### config.mk
export PLATFORM = sky130hd
export DESIGN_NAME = idxreg_slave
export DESIGN_NICKNAME = d
export VERILOG_FILES = /design/src/rtl/idxreg_pkg.sv /design/src/rtl/idxreg_buscond.sv /design/src/rtl/idxreg_regs.sv /design/src/rtl/idxreg_slave.sv
export SDC_FILE = /design/constraint.sdc
export NUM_CORES = 1
export LEC_CHECK = 0
export ABC_AREA = 1
export BUFFER_PORTS_ARGS = -buffer_cell sky130_fd_sc_hd__buf_2
export CAP_MARGIN = 20
export CORE_ASPECT_RATIO = 0.8
export CORE_MARGIN = 5
export CORE_UTILIZATION = 60
export CTS_BUF_LIST = sky130_fd_sc_hd__clkbuf_16
export DETAILED_ROUTE_END_ITERATION = 7
export HOLD_SLACK_MARGIN = 0.03
export PLACE_DENSITY = 0.82
export RECOVER_POWER = 100
export SYNTH_ARGS = -nofsm -noshare
export SYNTH_HDL_FRONTEND = slang
export SYNTH_SLANG_ARGS = --single-unit
### constraint.sdc
create_clock -name clk -period 3.8 [get_ports clk]
set_input_delay 0.76 -clock clk [delete_from_list [all_inputs] [get_ports clk]]
set_output_delay 0.76 -clock clk [all_outputs]
set_load 0.05 [all_outputs]
### src/rtl/idxreg_pkg.sv
package idxreg_pkg;

    typedef enum logic [2:0] {
        S_IDLE,
        S_ADDR,
        S_RX,
        S_ACK,
        S_TX,
        S_TXACK
    } bus_st_e;

    typedef enum logic [1:0] {
        ROLE_IDX,
        ROLE_CNT,
        ROLE_DAT
    } byte_role_e;

    typedef struct packed {
        bus_st_e    st;
        byte_role_e role;
        logic       rd_mode;
        logic       got;
        logic       nack;
        logic       drv;
        logic [2:0] bitc;
        logic [7:0] sh;
        logic [7:0] ptr;
        logic [7:0] cnt;
    } fsm_t;

endpackage

### src/rtl/idxreg_buscond.sv
module idxreg_buscond (
    input  logic clk,
    input  logic rst_n,
    input  logic scl_i,
    input  logic sda_i,
    output logic sda_v_o,
    output logic rise_o,
    output logic fall_o,
    output logic start_o,
    output logic stop_o
);
    typedef struct packed {
        logic [1:0] scl_m;
        logic [1:0] sda_m;
        logic       scl_p;
        logic       sda_p;
    } sync_t;

    sync_t q, d;

    always_comb begin
        d       = q;
        d.scl_m = {q.scl_m[0], scl_i};
        d.sda_m = {q.sda_m[0], sda_i};
        d.scl_p = q.scl_m[1];
        d.sda_p = q.sda_m[1];
    end

    always_ff @(posedge clk or negedge rst_n) begin
        if (!rst_n) q <= '1;
        else        q <= d;
    end

    assign sda_v_o = q.sda_m[1];
    assign rise_o  =  q.scl_m[1] & ~q.scl_p;
    assign fall_o  = ~q.scl_m[1] &  q.scl_p;
    assign start_o =  q.scl_m[1] &  q.scl_p &  q.sda_p & ~q.sda_m[1];
    assign stop_o  =  q.scl_m[1] &  q.scl_p & ~q.sda_p &  q.sda_m[1];
endmodule

### src/rtl/idxreg_regs.sv
module idxreg_regs #(
    parameter int          NREG    = 24,
    parameter int          ID_IDX  = 7,
    parameter logic [7:0]  ID_VAL  = 8'h22,
    parameter int          CNT_IDX = 8,
    parameter logic [7:0]  CNT_RST = 8'h0F
) (
    input  logic       clk,
    input  logic       rst_n,
    input  logic       we_i,
    input  logic [7:0] widx_i,
    input  logic [7:0] wdata_i,
    input  logic [7:0] ra_idx_i,
    output logic [7:0] ra_data_o,
    input  logic [7:0] rb_idx_i,
    output logic [7:0] rb_data_o,
    output logic [7:0] cnt_o
);
    logic [7:0] mem [NREG];

    for (genvar gi = 0; gi < NREG; gi++) begin : g_reg
        if (gi == ID_IDX) begin : g_fixed
            assign mem[gi] = ID_VAL;
        end else begin : g_rw
            localparam logic [7:0] RST_V = (gi == CNT_IDX) ? CNT_RST : 8'h00;
            logic [7:0] r_q, r_d;
            always_comb begin
                r_d = r_q;
                if (we_i && widx_i == 8'(gi)) r_d = wdata_i;
            end
            always_ff @(posedge clk or negedge rst_n) begin
                if (!rst_n) r_q <= RST_V;
                else        r_q <= r_d;
            end
            assign mem[gi] = r_q;
        end
    end

    always_comb begin
        ra_data_o = 8'h00;
        rb_data_o = 8'h00;
        for (int i = 0; i < NREG; i++) begin
            if (ra_idx_i == 8'(i)) ra_data_o = mem[i];
            if (rb_idx_i == 8'(i)) rb_data_o = mem[i];
        end
    end

    assign cnt_o = mem[CNT_IDX];
endmodule

### src/rtl/idxreg_slave.sv
module idxreg_slave #(
    parameter int          NREG    = 24,
    parameter logic [7:0]  WR_ADDR = 8'hD2,
    parameter logic [7:0]  RD_ADDR = 8'hD3,
    parameter int          ID_IDX  = 7,
    parameter logic [7:0]  ID_VAL  = 8'h22,
    parameter int          CNT_IDX = 8,
    parameter logic [7:0]  CNT_RST = 8'h0F
) (
    input  logic       clk,
    input  logic       rst_n,
    input  logic       scl_i,
    input  logic       sda_i,
    output logic       sda_oe_o,
    input  logic [7:0] cfg_idx_i,
    output logic [7:0] cfg_rdata_o
);
    import idxreg_pkg::*;

    localparam logic [7:0] LAST = 8'(NREG - 1);

    logic       sda_v, ev_rise, ev_fall, ev_start, ev_stop;
    logic       we;
    logic [7:0] rd_data, cnt_val;
    logic       bus_idle;
    fsm_t       q, d;

    idxreg_buscond u_cond (
        .clk     (clk),
        .rst_n   (rst_n),
        .scl_i   (scl_i),
        .sda_i   (sda_i),
        .sda_v_o (sda_v),
        .rise_o  (ev_rise),
        .fall_o  (ev_fall),
        .start_o (ev_start),
        .stop_o  (ev_stop)
    );

    idxreg_regs #(
        .NREG(NREG), .ID_IDX(ID_IDX), .ID_VAL(ID_VAL),
        .CNT_IDX(CNT_IDX), .CNT_RST(CNT_RST)
    ) u_regs (
        .clk       (clk),
        .rst_n     (rst_n),
        .we_i      (we),
        .widx_i    (q.ptr),
        .wdata_i   (q.sh),
        .ra_idx_i  (q.ptr),
        .ra_data_o (rd_data),
        .rb_idx_i  (cfg_idx_i),
        .rb_data_o (cfg_rdata_o),
        .cnt_o     (cnt_val)
    );

    function automatic logic [7:0] step(input logic [7:0] p);
        return (p == LAST) ? 8'd0 : p + 8'd1;
    endfunction

    always_comb begin
        d  = q;
        we = 1'b0;
        if (ev_stop) begin
            d.st  = S_IDLE;
            d.drv = 1'b0;
            d.got = 1'b0;
        end else if (ev_start) begin
            d.st   = S_ADDR;
            d.bitc = 3'd0;
            d.got  = 1'b0;
            d.drv  = 1'b0;
        end else begin
            unique case (q.st)
                S_ADDR, S_RX: begin
                    if (ev_rise) begin
                        d.sh   = {q.sh[6:0], sda_v};
                        d.bitc = q.bitc + 3'd1;
                        if (q.bitc == 3'd7) d.got = 1'b1;
                    end else if (ev_fall && q.got) begin
                        d.got = 1'b0;
                        d.st  = S_ACK;
                        d.drv = 1'b1;
                        if (q.st == S_ADDR) begin
                            if (q.sh == WR_ADDR) begin
                                d.rd_mode = 1'b0;
                                d.role    = ROLE_IDX;
                            end else if (q.sh == RD_ADDR) begin
                                d.rd_mode = 1'b1;
                            end else begin
                                d.st  = S_IDLE;
                                d.drv = 1'b0;
                            end
                        end else begin
                            unique case (q.role)
                                ROLE_IDX: begin
                                    d.ptr  = (q.sh <= LAST) ? q.sh : 8'd0;
                                    d.role = ROLE_CNT;
                                end
                                ROLE_CNT: begin
                                    d.cnt  = q.sh;
                                    d.role = ROLE_DAT;
                                end
                                default: begin
                                    if (q.cnt != 8'd0) begin
                                        we    = 1'b1;
                                        d.ptr = step(q.ptr);
                                        d.cnt = q.cnt - 8'd1;
                                    end else begin
                                        d.st  = S_IDLE;
                                        d.drv = 1'b0;
                                    end
                                end
                            endcase
                        end
                    end
                end
                S_ACK: begin
                    if (ev_fall) begin
                        d.bitc = 3'd0;
                        if (q.rd_mode) begin
                            d.st  = S_TX;
                            d.sh  = cnt_val;
                            d.drv = ~cnt_val[7];
                        end else begin
                            d.st  = S_RX;
                            d.drv = 1'b0;
                        end
                    end
                end
                S_TX: begin
                    if (ev_fall) begin
                        if (q.bitc == 3'd7) begin
                            d.st   = S_TXACK;
                            d.drv  = 1'b0;
                            d.bitc = 3'd0;
                        end else begin
                            d.sh   = {q.sh[6:0], 1'b0};
                            d.bitc = q.bitc + 3'd1;
                            d.drv  = ~q.sh[6];
                        end
                    end
                end
                S_TXACK: begin
                    if (ev_rise) begin
                        d.nack = sda_v;
                    end else if (ev_fall) begin
                        if (q.nack) begin
                            d.st = S_IDLE;
                        end else begin
                            d.st   = S_TX;
                            d.sh   = rd_data;
                            d.ptr  = step(q.ptr);
                            d.bitc = 3'd0;
                            d.drv  = ~rd_data[7];
                        end
                    end
                end
                default: ;
            endcase
        end
    end

    always_ff @(posedge clk or negedge rst_n) begin
        if (!rst_n) begin
            q         <= '0;
            q.st      <= S_IDLE;
            q.role    <= ROLE_IDX;
        end else begin
            q <= d;
        end
    end

    assign sda_oe_o = q.drv;
    assign bus_idle = (q.st == S_IDLE);
endmodule

==> impl_results.md <==
- Worst-Skew Late Latency: 0.52 ns
- I/O Buffers: 20
- All-Layer GR Usage: 34.3%
- Max-cap violations: 1
- CP startpoint kind: input pin
- Fin. Hold Viols: 0
- Failing checks: max-capacitance violations, max-slew violations, negative setup slack
- Finished Cell Area: 14800 um2
- Top Metal Used: met4
- H-tree depth: 1
- Async SR Flop Fraction: 100%
- Cell area after technology mapping: 12700 um2
- Clock Path Buffers: 3
- Synth top area share: 42.5%
- Count of TritonRoute iterations in the first routing pass: 6
- Synthesized net count: 1828
- Starting density of the core: 61.2%
- Cts bufs inserted: 23
- DRC errors left: 0
- Hpwl dp: 30000 um
- Final setup fails: 8
- Crit Reg-Reg Endpoint: q[16]$_DFFE_PN0P_
- Final-stage net count: 1917
- Commonest non-fill, non-tap cell in the layout: nand2_1
- ANT nets after route: 0
- Hold path endpoint: u_cond.d[3]$_DFF_PN1_
- Cells after Synth: 1808
- Yosys warnings: 0
- P&R area growth vs syn: 16.8%
- CTS tree: done
- # hold bufs at CTS: 0
- Vias/cell: 6.02
- HP Start: sda_i
- Placed cells: 2128
- Final worst setup slack: -0.383 ns
- Leakage: 6.94 nW
- Clk slew on worst S/H paths: 0.06 ns
- Total routed wirelength: 42700 um
- Routed wire length per instance: 19.6 um
- Achievable frequency: 239 MHz
- Power per standard cell area: 392 nW/um2
- Congestion Overflow GR: 0
- WP data arrival: 3.42 ns
- Std-Cell Rows: 47
- Routability cong.: 1.01
- Min-Delay Path Class: input pin to flip-flop
- Vias in the first global route: 12200
- Die area: 24200 um2
- Clock Skews: 0.0163 ns
- Slew HR: -137%
- Routed wl met2: 18400 um
- Worst-path fanout max: 8
- Via count: 13100
- Total power: 0.00582 W
- Wire length on met1: 18100 um
- CTS Root Cell: clkbuf_16
- Register bit total from synthesis: 226
- VDD IR max: 0.410 mV
- Register area share after synthesis: 44.6%
- Die height: 140 um
- Crit Reg-Reg Startpoint: q[8]$_DFFE_PN0P_
- Slew Limit Fails: 66
- Crit end category: primary output
- Final Instance Count excl. Fillers: 2182
- Layout cells sized above 1: 13.1%
- Commonest non-fill, non-tap cells in the layout: 616 x nand2_1, 245 x o21ai_0, 216 x dfrtp_1, 177 x inv_1, 103 x nor2_1
- Core footprint: 20800 um2
- Die width: 173 um
- Setup tns final: -2.12 ns
- Area leader, netlist: dfrtp_1
- Crit path kind: input pin to primary output
- Fin crit period: 4.18 ns
- Crit share post-route: 110%
- Number of synthesized flops with an enable pin: 0
- First-pass GRT wire length: 67000 um
- Clock sinks: 226
- Worst-case reg-to-reg path depth: 32
- Reg2Reg Setup Slack: 0.26 ns
- Hold path depth: 1
- Top cells by area, synth: dfrtp_1 43%, nand2_1 18%, o21ai_0 10%, inv_1 5.4%, a21oi_1 3.3%
- Distinct cell type count after synthesis: 40
- Detail Route met3 WL: 4690 um
- Worst endpoint required time: 3.04 ns
- Diode count: 0
- Status: finished, violations left
- Pin count of the biggest net entering global routing: 74
- Worst-Margin Slew: 3.55 ns
- I/O pin total: 21
- Placed Area: 13700 um2
- Post-Syn Area per Cell: 7.03 um2
- RSZ-0062 raised after global routing: yes
- Most used DFF post-synth: dfrtp_1
- WHS: 0.341 ns
- Initial antenna violation count: 0
- Initial DRC Count: 1538
==> through the flow <==
stage / util (%) / setup WS (ns)
5_1_grt: 71.5 / -0.545
3_5_place_dp: 65.8 / -0.570
2_1_floorplan: - / 0.0108
6_report: 71.5 / -0.383
3_3_place_gp: 65.6 / -0.594
4_1_cts: 70.6 / -0.369
==> cell usage after synthesis, types with 5 or more instances <==
| library cell | count |
|---|---|
| a21oi_1 | 83 |
| a221oi_1 | 11 |
| buf_2 | 6 |
| clkbuf_1 | 55 |
| dfrtp_1 | 216 |
| dfstp_2 | 10 |
| ha_1 | 8 |
| inv_1 | 183 |
| inv_2 | 9 |
| nand2_1 | 624 |
| nand3_1 | 70 |
| nand4_1 | 34 |
| nor2_1 | 108 |
| nor2_2 | 5 |
| nor3_1 | 27 |
| nor4_1 | 5 |
| o2111ai_1 | 7 |
| o211ai_1 | 9 |
| o21ai_0 | 266 |
| o21ai_1 | 14 |
| o22ai_1 | 10 |
| or2_2 | 12 |
| xor2_1 | 5 |
==> power by group <==
part / internal, W / total (W) / leakage, nW / switching, W
clock: 0.00130 / 0.00226 / 0.384 / 0.000956
sequential: 0.00247 / 0.00254 / 3.11 / 0.0000706
combinational: 0.000246 / 0.00102 / 3.44 / 0.000775
==> routing by layer <==
metal  up-vias  GRT usage [%]
met2       755           51.7
met3       122           8.49
met4         0           10.6
met5         -              0
li1       6081              -
met1      6171           49.5
==> kinds of logic (layout without fill, tap and decap cells) <==
group	Yosys count	count (layout)	synth area share, %
xor+xnor	5	5	0.345
simple gates	901	901	29.3
flops	226	226	44.6
compound gates	413	413	17.4
buf+inv	255	360	7.59
fa+ha+maj	8	8	0.788
==> worst max-delay path: stages <==
cell and delay (ns):
buf_2 0.11, inv_1 0.05, or2_2 0.30, buf_6 0.14, nor2_1 0.09, nand2_1 0.12
buf_4 0.19, o21ai_0 0.17, nand2_1 0.10, o21ai_2 0.09, o2111ai_2 0.15, a221oi_2 0.25
nand4_1 0.13, o21ai_0 0.13, nand4_1 0.10, o21ai_0 0.12, nand4_1 0.21, buf_6 0.21
==> state kept, by name (all words and copies together) (netlist names) <==
| signal | flops |
|---|---|
| q | 35 |
| u_regs.g.g_rw.r_q | 176 |
| u_cond.q | 2 |
| u_cond.sda_v_o | 1 |
| sda_oe_o | 1 |
| u_regs.cnt_o | 8 |
| u_cond.d | 3 |
==> area by class of cell <==
cell class,instances,area [um2]
clock buffer,23,576
tap,269,337
clock inverter,18,158
multi-input combinational,1327,6390
inverter,194,736
timing repair buffer,125,981
sequential,226,5670
fill,1714,5920
==> worst max-delay path by stage <==
| stage | end | from | cells past startpoint |
|---|---|---|---|
| 6_report | cfg_rdata_o[3] | cfg_idx_i[1] | 18 |
| 5_1_grt | cfg_rdata_o[0] | cfg_idx_i[7] | 21 |
| 4_1_cts | cfg_rdata_o[3] | cfg_idx_i[1] | 18 |
| 3_5_place_dp | cfg_rdata_o[3] | cfg_idx_i[6] | 23 |
| 3_3_place_gp | cfg_rdata_o[3] | cfg_idx_i[6] | 23 |
| 2_1_floorplan | cfg_rdata_o[7] | cfg_idx_i[1] | 18 |
==> what timing repair did <==
action	4_1_cts	5_1_grt
endpoints found under the setup margin	8	14
buffers inserted	7	6
pin swaps	20	37
resized for setup	75	63
No activity file was read; power rests on OpenSTA's default activity.
